### src/rtl/opsh_pkg.sv
package opsh_pkg;
  localparam int unsigned KIND_W = 3;
  localparam logic [KIND_W-1:0] K_SHL  = 3'd0;
  localparam logic [KIND_W-1:0] K_SHR  = 3'd1;
  localparam logic [KIND_W-1:0] K_SAR  = 3'd2;
  localparam logic [KIND_W-1:0] K_ROT  = 3'd3;
  localparam logic [KIND_W-1:0] K_RCX  = 3'd4;

  typedef struct packed {
    logic        carry;
  } opsh_flag_t;
endpackage

### src/rtl/opsh_amount_sel.sv
module opsh_amount_sel #(
  parameter int unsigned DATA_W = 32,
  parameter int unsigned AMT_W  = 8,
  parameter int unsigned IMM_W  = 5
) (
  input  logic              use_reg_amt,
  input  logic [IMM_W-1:0]  imm_amt,
  input  logic [DATA_W-1:0] reg_amt,
  output logic [AMT_W-1:0]  amt
);
  localparam int unsigned PAD_W = AMT_W - IMM_W;

  // Only the low byte of the register contributes; the rest is dropped here.
  logic unused_hi_bits;
  assign unused_hi_bits = ^reg_amt[DATA_W-1:AMT_W];

  always_comb begin
    if (use_reg_amt) amt = reg_amt[AMT_W-1:0];
    else             amt = {{PAD_W{1'b0}}, imm_amt};
  end
endmodule

### src/rtl/opsh_barrel.sv
module opsh_barrel
  import opsh_pkg::*;
#(
  parameter int unsigned DATA_W = 32,
  parameter int unsigned AMT_W  = 8
) (
  input  logic [DATA_W-1:0] src_val,
  input  logic [KIND_W-1:0] sh_kind,
  input  logic [AMT_W-1:0]  amt,
  input  logic              carry_in,
  output logic [DATA_W-1:0] res,
  output logic              cout
);
  localparam int unsigned WIDE_W = 2 * DATA_W;
  localparam int unsigned LOG_W  = $clog2(DATA_W);

  logic [AMT_W-1:0]         n_clamp;
  logic                     over;
  logic                     zero_amt;
  logic [WIDE_W-1:0]        left_w;
  logic [WIDE_W-1:0]        right_w;
  logic signed [WIDE_W-1:0] arith_w;
  logic [WIDE_W-1:0]        rot_w;
  logic [LOG_W-1:0]         rot_n;

  assign over     = amt > AMT_W'(DATA_W);
  assign zero_amt = (amt == '0);
  assign n_clamp  = over ? AMT_W'(DATA_W) : amt;
  assign rot_n    = amt[LOG_W-1:0];

  // Wide shifts keep the last bit shifted out at a fixed position.
  assign left_w  = {{DATA_W{1'b0}}, src_val} << n_clamp;
  assign right_w = {src_val, {DATA_W{1'b0}}} >> n_clamp;
  assign arith_w = $signed({src_val, {DATA_W{1'b0}}}) >>> n_clamp;
  assign rot_w   = {src_val, src_val} >> rot_n;

  always_comb begin
    res  = src_val;
    cout = carry_in;
    unique case (sh_kind)
      K_SHL: if (!zero_amt) begin
        res  = over ? '0 : left_w[DATA_W-1:0];
        cout = over ? 1'b0 : left_w[DATA_W];
      end
      K_SHR: if (!zero_amt) begin
        res  = over ? '0 : right_w[WIDE_W-1:DATA_W];
        cout = over ? 1'b0 : right_w[DATA_W-1];
      end
      K_SAR: if (!zero_amt) begin
        res  = arith_w[WIDE_W-1:DATA_W];
        cout = over ? src_val[DATA_W-1] : arith_w[DATA_W-1];
      end
      K_ROT: if (!zero_amt) begin
        res  = rot_w[DATA_W-1:0];
        cout = rot_w[DATA_W-1];
      end
      K_RCX: begin
        res  = {carry_in, src_val[DATA_W-1:1]};
        cout = src_val[0];
      end
      default: begin
        res  = src_val;
        cout = carry_in;
      end
    endcase
  end
endmodule

### src/rtl/opsh_top.sv
module opsh_top
  import opsh_pkg::*;
#(
  parameter int unsigned DATA_W = 32,
  parameter int unsigned AMT_W  = 8,
  parameter int unsigned IMM_W  = 5
) (
  input  logic              clk,
  input  logic              rst,
  input  logic [DATA_W-1:0] src_val,
  input  logic [2:0]        sh_kind,
  input  logic              use_reg_amt,
  input  logic [IMM_W-1:0]  imm_amt,
  input  logic [DATA_W-1:0] reg_amt,
  input  logic              carry_in,
  input  logic              bypass_imm,
  input  logic [DATA_W-1:0] imm_val,
  output logic [DATA_W-1:0] operand,
  output logic              carry_out
);
  logic [AMT_W-1:0]  amt;
  logic [DATA_W-1:0] sh_res;
  logic              sh_cout;
  opsh_flag_t        flag_q;

  opsh_amount_sel #(.DATA_W(DATA_W), .AMT_W(AMT_W), .IMM_W(IMM_W)) i_amt (
    .use_reg_amt (use_reg_amt),
    .imm_amt     (imm_amt),
    .reg_amt     (reg_amt),
    .amt         (amt)
  );

  opsh_barrel #(.DATA_W(DATA_W), .AMT_W(AMT_W)) i_barrel (
    .src_val  (src_val),
    .sh_kind  (sh_kind),
    .amt      (amt),
    .carry_in (carry_in),
    .res      (sh_res),
    .cout     (sh_cout)
  );

  always_ff @(posedge clk) begin
    if (rst) begin
      operand      <= '0;
      flag_q.carry <= 1'b0;
    end else if (bypass_imm) begin
      operand      <= imm_val;
      flag_q.carry <= carry_in;
    end else begin
      operand      <= sh_res;
      flag_q.carry <= sh_cout;
    end
  end

  assign carry_out = flag_q.carry;
endmodule

### config.mk
export PLATFORM = sky130hd
export DESIGN_NAME = opsh_top
export DESIGN_NICKNAME = d
export VERILOG_FILES = /design/src/rtl/opsh_pkg.sv /design/src/rtl/opsh_amount_sel.sv /design/src/rtl/opsh_barrel.sv /design/src/rtl/opsh_top.sv
export SDC_FILE = /design/constraint.sdc
export NUM_CORES = 1
export LEC_CHECK = 0
export ABC_AREA = 1
export BUFFER_PORTS_ARGS = -buffer_cell sky130_fd_sc_hd__clkbuf_2
export CAP_MARGIN = 5
export CORE_MARGIN = 2
export CORE_UTILIZATION = 40
export DETAILED_ROUTE_END_ITERATION = 16
export HOLD_SLACK_MARGIN = 0.08
export PLACE_DENSITY = 0.71
export SKIP_CTS_REPAIR_TIMING = 1
export SYNTH_ARGS = -nofsm -noshare
export SYNTH_HDL_FRONTEND = slang
export SYNTH_SLANG_ARGS = --single-unit
### constraint.sdc
create_clock -name clk -period 4.5 [get_ports clk]
set_input_delay 0.45 -clock clk [delete_from_list [all_inputs] [get_ports clk]]
set_output_delay 0.45 -clock clk [all_outputs]
set_load 0.01 [all_outputs]
Yosys cells after proc, flatten, opt, wreduce, memory -nomap -nowiden
Index checks and enable logic that the tools add are counted.
{"block": "classes", "mux": 19, "order_cmp": 1, "reduce_logical": 2, "eq_ne": 4, "shift": 4}
{"operator": "two-way mux 32 bit", "count": 7}
{"operator": "case mux 32 bit (5 select lines)", "count": 1}
{"operator": ">> shifter 64 x 5 -> 32 bit", "count": 1}
{"operator": ">> shifter 64 x 8 -> 64 bit", "count": 1}
{"operator": ">>> shifter 64 x 8 -> 64 bit", "count": 1}
{"operator": "<< shifter 32 x 8 -> 33 bit", "count": 1}
{"operator": "two-way mux 8 bit", "count": 2}
{"operator": "greater-than comparator 8 x 6 -> 1 bit, second input constant", "count": 1}
{"operator": "logical NOT 8 bit", "count": 1}
{"operator": "two-way mux 1 bit", "count": 8}
{"operator": "== test 3 x 2 -> 1 bit, second input constant", "count": 2}
{"operator": "case mux 1 bit (5 select lines)", "count": 1}
{"operator": "== test 3 x 1 -> 1 bit, second input constant", "count": 1}
{"operator": "== test 3 bit, second input constant", "count": 1}
{"operator": "logical NOT 3 bit", "count": 1}
{"block": "totals", "ff_bits": 33, "out_inout_bits": 33, "word_cells": 32}

Logic depth before layout (Yosys ltp)
Gate-level depths: netlist of the first run.
{"block": "depth", "word_depth": 8, "mapped_depth": 24}

Hierarchy
Synthesis of the first run repeated with hierarchy kept, for this count alone.
{"block": "unflattened", "cells_unflattened": 1801, "hier_area_um2": 8842.2}
{"module": "opsh_barrel", "seq_area_each_um2": 0.0, "cells_per_inst": 1569, "area_per_inst_um2": 7395.8, "instances": 1}
{"module": "opsh_top", "seq_area_each_um2": 660.6, "cells_per_inst": 209, "area_per_inst_um2": 1350.0, "instances": 1}
{"module": "opsh_amount_sel", "seq_area_each_um2": 0.0, "cells_per_inst": 23, "area_per_inst_um2": 96.3, "instances": 1}

Worst setup path after synthesis of the first run
No wires, ideal clock.
{"block": "synth_path", "kind": "input -> register", "startpoint": "input use_reg_amt", "endpoint": "register operand[4]", "path_stages": 19, "required_ns": 4.372, "slack_ns": 2.128, "t_arrival_ns": 2.244, "cell_sequence": "buf_6 -> inv_4 -> nand2_2 -> nand2_2 -> buf_2 -> nand2_1 -> o21ai_0 -> nand2_1 -> o21ai_0 -> o21ai_0 -> nand2_1 -> o21ai_0 -> or2_2 -> o211ai_1 -> nand2_1 -> a21oi_1 -> nand3_1 -> nand2_1 -> a21oi_1"}
{"block": "synth_between", "elab_chain_len": 8, "word_cells_on_any_way": 16, "classes_between": "order compare: 1; shift: 4; mux: 10; reduce/logical: 1"}
{"item": "from (decl)", "line_no": "opsh_top.sv:12", "text": "input logic use_reg_amt,"}
{"item": "two-way mux 8 bit *", "line_no": "opsh_amount_sel.sv:18", "text": "if (use_reg_amt) amt = reg_amt[AMT_W-1:0];"}
{"item": "greater-than comparator 8 x 6 -> 1 bit", "line_no": "opsh_barrel.sv:26", "text": "assign over = amt > AMT_W'(DATA_W);"}
{"item": "two-way mux 8 bit", "line_no": "opsh_barrel.sv:28", "text": "assign n_clamp = over ? AMT_W'(DATA_W) : amt;"}
{"item": ">> shifter 64 x 8 -> 64 bit or << shifter 32 x 8 -> 33 bit (tied branches)", "line_no": "opsh_barrel.sv:33, opsh_barrel.sv:32"}
{"item": "two-way mux 32 bit (on tied branches)", "line_no": "opsh_barrel.sv:46, opsh_barrel.sv:42"}
{"item": "two-way mux 32 bit (on tied branches)", "line_no": "opsh_barrel.sv:45, opsh_barrel.sv:41"}
{"item": "case mux 32 bit (5 select lines) *", "line_no": "opsh_barrel.sv:40", "text": "unique case (sh_kind)"}
{"item": "two-way mux 32 bit *", "line_no": "opsh_top.sv:46", "text": "end else if (bypass_imm) begin"}
{"item": "to (signal assigned)", "line_no": "opsh_top.sv:47", "text": "operand <= imm_val;"}
{"item": "to (signal assigned)", "line_no": "opsh_top.sv:50", "text": "operand <= sh_res;"}
{"item": "to (decl)", "line_no": "opsh_top.sv:18", "text": "output logic [DATA_W-1:0] operand,"}
Every way passes the cells marked *; elsewhere a longest branch is shown, timed or not.
A chain may end at the register's enable or synchronous reset.

Worst setup path in the final report of the first run
{"block": "layout_path", "startpoint": "input use_reg_amt", "endpoint": "register operand[0]"}
The elaborated chain is that of the path after synthesis.

==> results.txt, run 1 <==
* Outcome: complete, no violations
- For this design the ratio of total power to cell area is 233.6 nW/um^2.
- Static timing analysis puts the maximum clock frequency at 295.4 MHz.
- For this design the static power due to leakage is 4.436 nW.
- The tree is rooted in a clkbuf_16.
- The synthesized design contains 33 register bits.
- The number of clock buffers added by TritonCTS is 5.
- Top area cells in the synthesized netlist: nand2_1 (24%), nand3_1 (24%), o21ai_0 (11%), dfxtp_1 (7.9%), a21oi_1 (3.7%)
- Iter 0 DRT Violations: 1,934
* Hold WC Path Type: input pin to flip-flop
* Die height: 149.0 um
- Power consumption: 2.136 mW
- The share of the Yosys chip area taken by registers is 7.855%.
* Average size of a mapped cell: 5.015 um^2
* Cell type contributing the most total cell area after synthesis: nand2_1
- Entering global routing, the biggest net connects 83 pins.
* Data required time of the worst path: 4640 ps
- Min-Delay Startpoint: rst
- Clock Sinks: 33
* H-tree lvl count: 2
* Leading register cell type out of synthesis: dfxtp_1
- VDD IR max: 124.8 uV
- Via density per instance: 6.252
- Antenna-violating nets left: 0
- Drt total wl: 43,120 um
- Synth async-reset ratio: 0%
* GRT Resource Usage Total: 37.93%
* Max Cap Violations: 0
- TritonCTS built the clock tree.
* X dimension of the die: 149.0 um
- Global-route congestion overflow total: 0
- Number of enable flip-flop cells after synthesis: 0
- At the end of routability-driven placement, the weighted congestion stood at 1.060.
- On the final layout, the worst hold slack is 399.5 ps.
- Total instance count after detailed placement: 1,968
- Fraction of final layout cells sized beyond drive strength 1: 12.65%
* I/O pin total: 142
- Effective utilization at floorplan: 40.39%
- The first detailed-routing pass ran for 6 iterations.
- Row count: 53
* Setup repair after global routing missed its margin: false
- After detailed routing, the number of remaining DRC violations is 0.
* Post-Syn Instances: 1,677
- Worst Setup Start Kind: input pin
- Measured against its own limit, the worst slew margin works out to 44.51%.
* Area overhead of the layout relative to synthesis: 8.733%
- Area of the mapped netlist: 8411 um^2
- Hold violation total from the final report: 0
- Port Buffers: 117
- Detailed placement ended at an HPWL of 32,820 um.
- Setup violations remaining at the end of the flow were counted as 0.
* Largest driver fanout on the critical path: 66
* Crit. End Element: flip-flop
- Endpoint arrival time on the critical path: 3530 ps
- Placed cell areas: 9002 um^2
* Final non-filler cell area: 9145 um^2
- The first global-routing pass estimated 64,620 um of wire.
- Number of filler cells placed in the layout: 2,390
* Critical Setup Path Class: input pin to flip-flop
- The net count of the finished layout is 1,809.
* Average wire per cell in the routed design: 21.83 um
* Antenna fix cells: 0
- After layout, the worst path uses 75.23% of the clock period.
- The smallest clock period supported by the final layout is computed as 3386 ps.
- Ys Warns: 0
- End of the worst hold path: operand[31]
* Final sum of negative setup slack: 0 ps
- Post-synthesis net count: 1,786
* Standard cell core area: 20,820 um^2
- Worst Hold Depth: 2
* Number of buffers on the longest clock path: 2
* Die area: 22,200 um^2
* Share of the synthesized area in the top cell type: 23.56%
* Vias: 12,347
- Count of cell types in the netlist: 46
- Final Non-Filler Cells: 1,975
- For the pin with the worst max-slew slack, the measured transition is 831.5 ps.
* Post-CTS clock slew at the launch and capture registers of the worst setup and hold paths: 50 ps
* Max-slew violations: 0
- Number of antenna violations at the first check in global routing: 0
- The number of global-route vias before repair came to 10,909.
==> sequential cells by signal, summed over array words and instances, names as in the netlist <==
| name | cells |
|---|---|
| operand | 32 |
| carry_out | 1 |
==> worst max path at each step <==
stage / startpoint / end / cells after the start
after global placement: use_reg_amt / operand[0] / 18
after floorplan: use_reg_amt / operand[4] / 19
final: use_reg_amt / operand[0] / 18
after global routing: use_reg_amt / operand[4] / 16
after detailed placement: use_reg_amt / operand[0] / 18
after CTS: use_reg_amt / operand[0] / 18
==> per-stage QoR <==
step	util [%]	setup WS [ps]
after detailed placement	43.23	950.9
after global routing	43.92	848.9
after CTS	43.92	1238
final	43.92	1114
after global placement	43.23	975.3
after floorplan	-	2128
==> power by group <==
part           internal [mW]  switching, mW
combinational          0.415           1.06
clock                  0.217          0.119
sequential             0.318        0.00719
==> layer usage <==
metal	part of all wire [%]	routed length [um]	track usage (%)
met1	39	16740	51.15
met2	42	18150	56.41
met5	0	0	0
met3	13	5527	8.838
met4	6.3	2706	19.10
==> cells in the mapped netlist (9+ instances only) <==
cell        n
dfxtp_1    33
nor2_1     73
nand3_1   396
buf_6       9
or2_2      12
nand4_1    24
nand2_1   528
buf_1      15
clkbuf_1   58
a21oi_1    62
buf_2      43
o31ai_1    14
o21ai_1    29
o211ai_1   34
nor3_1     12
mux2i_1     9
inv_1      73
nand2_2    26
o21ai_0   177
==> cell families after synthesis <==
family / after synthesis / synth area share (%)
mux: 9 / 1.071
simple gates: 1086 / 57.56
flops: 33 / 7.855
buf+inv: 214 / 11.34
compound gates: 335 / 22.18
==> layout make-up <==
| class | instances | area, um^2 | share of cell area (%) |
|---|---|---|---|
| timing repair buffer | 148 | 880.8 | 9.632 |
| clock buffer | 7 | 142.6 | 1.560 |
| multi-input combinational | 1430 | 6807 | 74.43 |
| inverter | 82 | 310.3 | 3.393 |
| sequential | 33 | 660.6 | 7.224 |
| tap | 275 | 344.1 | 3.762 |
==> worst max-delay path: stages <==
cell and delay, ps:
clkbuf_2 210, nand2_1 130, nand2_4 90, buf_4 390, inv_1 360, a21oi_4 230
buf_12 290, nand3_1 150, nand3_1 150, nand3_1 150, nand2_1 190, nand2_1 90
nand2_1 90, nand2_1 60, nand3_1 70, nand3_1 80, o21ai_1 190, a21oi_1 120
==> layout by cell type (no fill, tap or decap), types with 24 or more instances in the layout <==
cell type / count
a21oi_1: 62
nand2_1: 527
nand2_2: 27
buf_4: 26
o21ai_1: 29
clkbuf_2: 117
o211ai_1: 34
inv_1: 73
nand4_1: 24
o21ai_0: 177
dfxtp_1: 33
nand3_1: 396
nor2_1: 72
Power figures use the tool's default switching activity.
==> run 2: changes to the inputs <==
==> constraint.sdc (replaced) <==
create_clock -name clk -period 3.15 [get_ports clk]
set_input_delay 0.315 -clock clk [delete_from_list [all_inputs] [get_ports clk]]
set_output_delay 0.315 -clock clk [all_outputs]
set_load 0.01 [all_outputs]
==> run 2 against run 1 <==
Cell area grew 7.1%; sequential share of layout area shrank 0.48 points; non-clock buffer count grew 72; clock-buffer cell count shrank 1; via count grew 1.5%; largest power group unchanged.
==> results.txt, run 2 (synthesis results as in run 1) <==
- Outcome: complete, no violations
- Hold violation total from the final report: 0 (unchanged)
- Hold WC Path Type: input pin to flip-flop
- Static timing analysis puts the maximum clock frequency at 341.5 MHz.
* Final non-filler cell area: 9797 um^2 (+7.1%)
- The most numerous cell type found on the critical path is nand3_1.
- Power consumption: 3.205 mW (+50%)
* Die height: 149.0 um (unchanged)
- Vias: 12,532 (+1.5%)
- Half-perimeter wire length after detailed placement: 36,630 um (+12%)
- The placement-stage cell area came to 9656 um^2 (+7.3%).
- The max-slew violation count is 0 (unchanged).
* Row count: 53 (unchanged)
* Rel. slew slack: 42.50% (-2.0 points)
- Standard cell core area: 20,820 um^2 (unchanged)
* Number of antenna violations at the first check in global routing: 2 (+2)
* Number of endpoints failing setup at the final stage: 0 (unchanged)
- The width of the die came to 149.0 um (unchanged).
* Pin count of the biggest net entering global routing: 54 (-35%)
* Final Non-Filler Cells: 2,049 (+3.7%)
- CP max-delay cell: buf_4
- GRT Resource Usage Total: 41.05% (+3.1 points)
- Largest stage delay on the critical path: 390 ps (about the same)
- The first-pass GRT wire length came to 68,620 um (+6.2%).
- The number of CTS-inserted buffers is 5 (unchanged).
- Broken down by cell family, the worst path's largest delay share belongs to simple AND/OR/NAND/NOR gates.
- The maximum clock path buffer count was 2 (unchanged).
* M3 GR Usage: 9.235% (+0.40 points)
- The part of the power in combinational logic came to 70.8% (+1.7 points).
- Drt first pass iters: 6 (unchanged)
- The area used by multi-input combinational logic was 6807 um^2 (unchanged).
- Power per Cell Area: 327.2 nW/um^2 (+40%)
- H-tree lvl count: 2 (unchanged)
- Relative to the synthesized area, the layout overhead comes to 16.48%.
* Critical Setup Path Class: input pin to flip-flop
- The transition at the pin with the smallest max-transition slack came to 861.6 ps (+30.11 ps).
- The clock edge transition at the registers on the reported setup and hold paths is 50 ps (about the same).
- Tracing the worst setup path back leads to its startpoint at use_reg_amt.
- The pre-CTS setup slack was 49.75 ps (-901.1 ps).
* Flop pwr share: 14.5% (-0.7 points)
- The max capacitance violation total came to 0 (unchanged).
- The initial DRC count was 1,745 (-9.8%).
- TritonCTS clock tree: done
* Period minus WS final: 2929 ps
- The number of primary I/O pins is 142 (unchanged).
- The data arrival at the endpoint of the critical path was 3140 ps (-390 ps).
- Most frequent standard cell in the layout excluding fill and tap cells: nand2_1
* Global placement routability congestion: 1.063 (+0.25%)
* Internal power: 1.437 mW (+51%)
- Met1 routing resource usage after global routing: 55.68% (+4.5 points)
- VDD IR max: 176.5 uV (+41%)
- Commonest cells after routing, fill and taps aside: nand2_1 (527), nand3_1 (396), o21ai_0 (177), clkbuf_2 (117), buf_4 (89)
* Number of filler cells placed in the layout: 2,389 (-0.042%)
- CP endpoint: operand[21]
- Net total in the final layout: 1,881 (+4.0%)
- The final critical path takes up 92.97% of the cycle.
- The number of design rule violations left after detail routing came to 0 (unchanged).
- Combined buffer and inverter count along the critical path: 5 (+1)
- Met2 Use GR: 58.06% (+1.7 points)
- Worst Setup Start Kind: input pin
- The port buffer count was 117 (unchanged).
- Switching component of the power: 1.768 mW (+49%)
* Switching fraction of total power: 55.16% (-0.37 points)
- The worst setup path is captured at a flip-flop.
- The aggregate routed wire length is 46,480 um (+7.8%).
- Setup repair after global routing missed its margin: false
- Antenna-violating nets left: 0 (unchanged)
* Total instance count after detailed placement: 2,040 (+3.7%)
- Vias in the first global route: 11,161 (+2.3%)
- The leakage dissipation is 4.821 nW (+8.7%).
* Critical path, cell by cell: clkbuf_2, inv_4, nand2_2, nand2_2, buf_4, nand2_4, buf_12, buf_4, nand2_2, nand3_1, nand3_1, nand3_1, nand2_1, nand3_1, nand4_1, o21ai_0, a21oi_1
* Global-route congestion overflow total: 0 (unchanged)
- The per-cell via count in the routed design is 6.116 (-2.2%).
- Least setup slack across all paths after layout: 221.4 ps (-893.1 ps)
- The total number of cells along the worst setup path came to 17 (-1).
* Die area: 22,200 um^2 (unchanged)
* Max FFs per register: 32 (unchanged)
- Layer with the highest usage after global routing: met2
* Clock Sinks: 33 (unchanged)
- The layout cell share with drive strength beyond 1 was 16.24% (+3.6 points).
* Average wire per cell in the routed design: 22.68 um (+3.9%)
- Data required time of the worst path: 3360 ps (-1280 ps)
- The peak fanout along the critical path is 34 (-48%).
* Largest register by flop count: operand
- The part of the total power dissipated in the clock network was 14.7% (-1.0 points).
- The effective utilization at floorplan came to 40.39% (unchanged).
- Final sum of negative setup slack: 0 ps (unchanged)
* CTS Root Cell: clkbuf_16
* Area taken by flip-flops and latches: 660.6 um^2 (unchanged)
## run 2: cell types whose count changed in the layout (fill, tap and decap cells not counted)
cell and change:
clkbuf_8 -1, diode_2 +1, buf_4 +63, buf_12 +9
clkinv_2 +2
## run 2: how the worst min path moves through the flow
| stage | start | endpoint | cells after the start |
|---|---|---|---|
| after floorplan | rst | operand[31] | 1 |
| after global placement | rst | operand[31] | 2 |
| after detailed placement | rst | operand[31] | 2 |
| after CTS | rst | operand[31] | 2 |
| after global routing | rst | operand[31] | 2 |
| final | rst | operand[31] | 2 |
## run 2: final cells by class
type                       instances  share of cell area, %
antenna                            1                0.02554
tap                              275                  3.512
inverter                          82                  3.167
multi-input combinational       1430                  69.48
timing repair buffer             220                  15.66
clock buffer                       6                  1.315
clock inverter                     2                 0.1022
sequential                        33                  6.743
## run 2: through the flow
step / util [%] / hold slack (ps)
global placement: 46.37 / 533.7
finish: 47.05 / 255.9
detailed placement: 46.37 / 531.2
floorplan: - / 384.1
CTS: 47.04 / 250.8
global route: 47.04 / 260.3
## run 2: power groups by stage
stage,sequential (mW),combinational (mW),clock (mW)
3_5_place_dp,0.472,2.19,0
6_report,0.464,2.27,0.473
3_3_place_gp,0.472,2.19,0
5_1_grt,0.467,2.45,0.497
2_1_floorplan,0.491,1.36,0
4_1_cts,0.464,2.20,0.476
## run 2: layer usage
layer	vias up	wire length, um
li1	5904	-
met2	846	18880
met4	0	3570
met5	-	0
met3	150	5681
met1	5632	18340
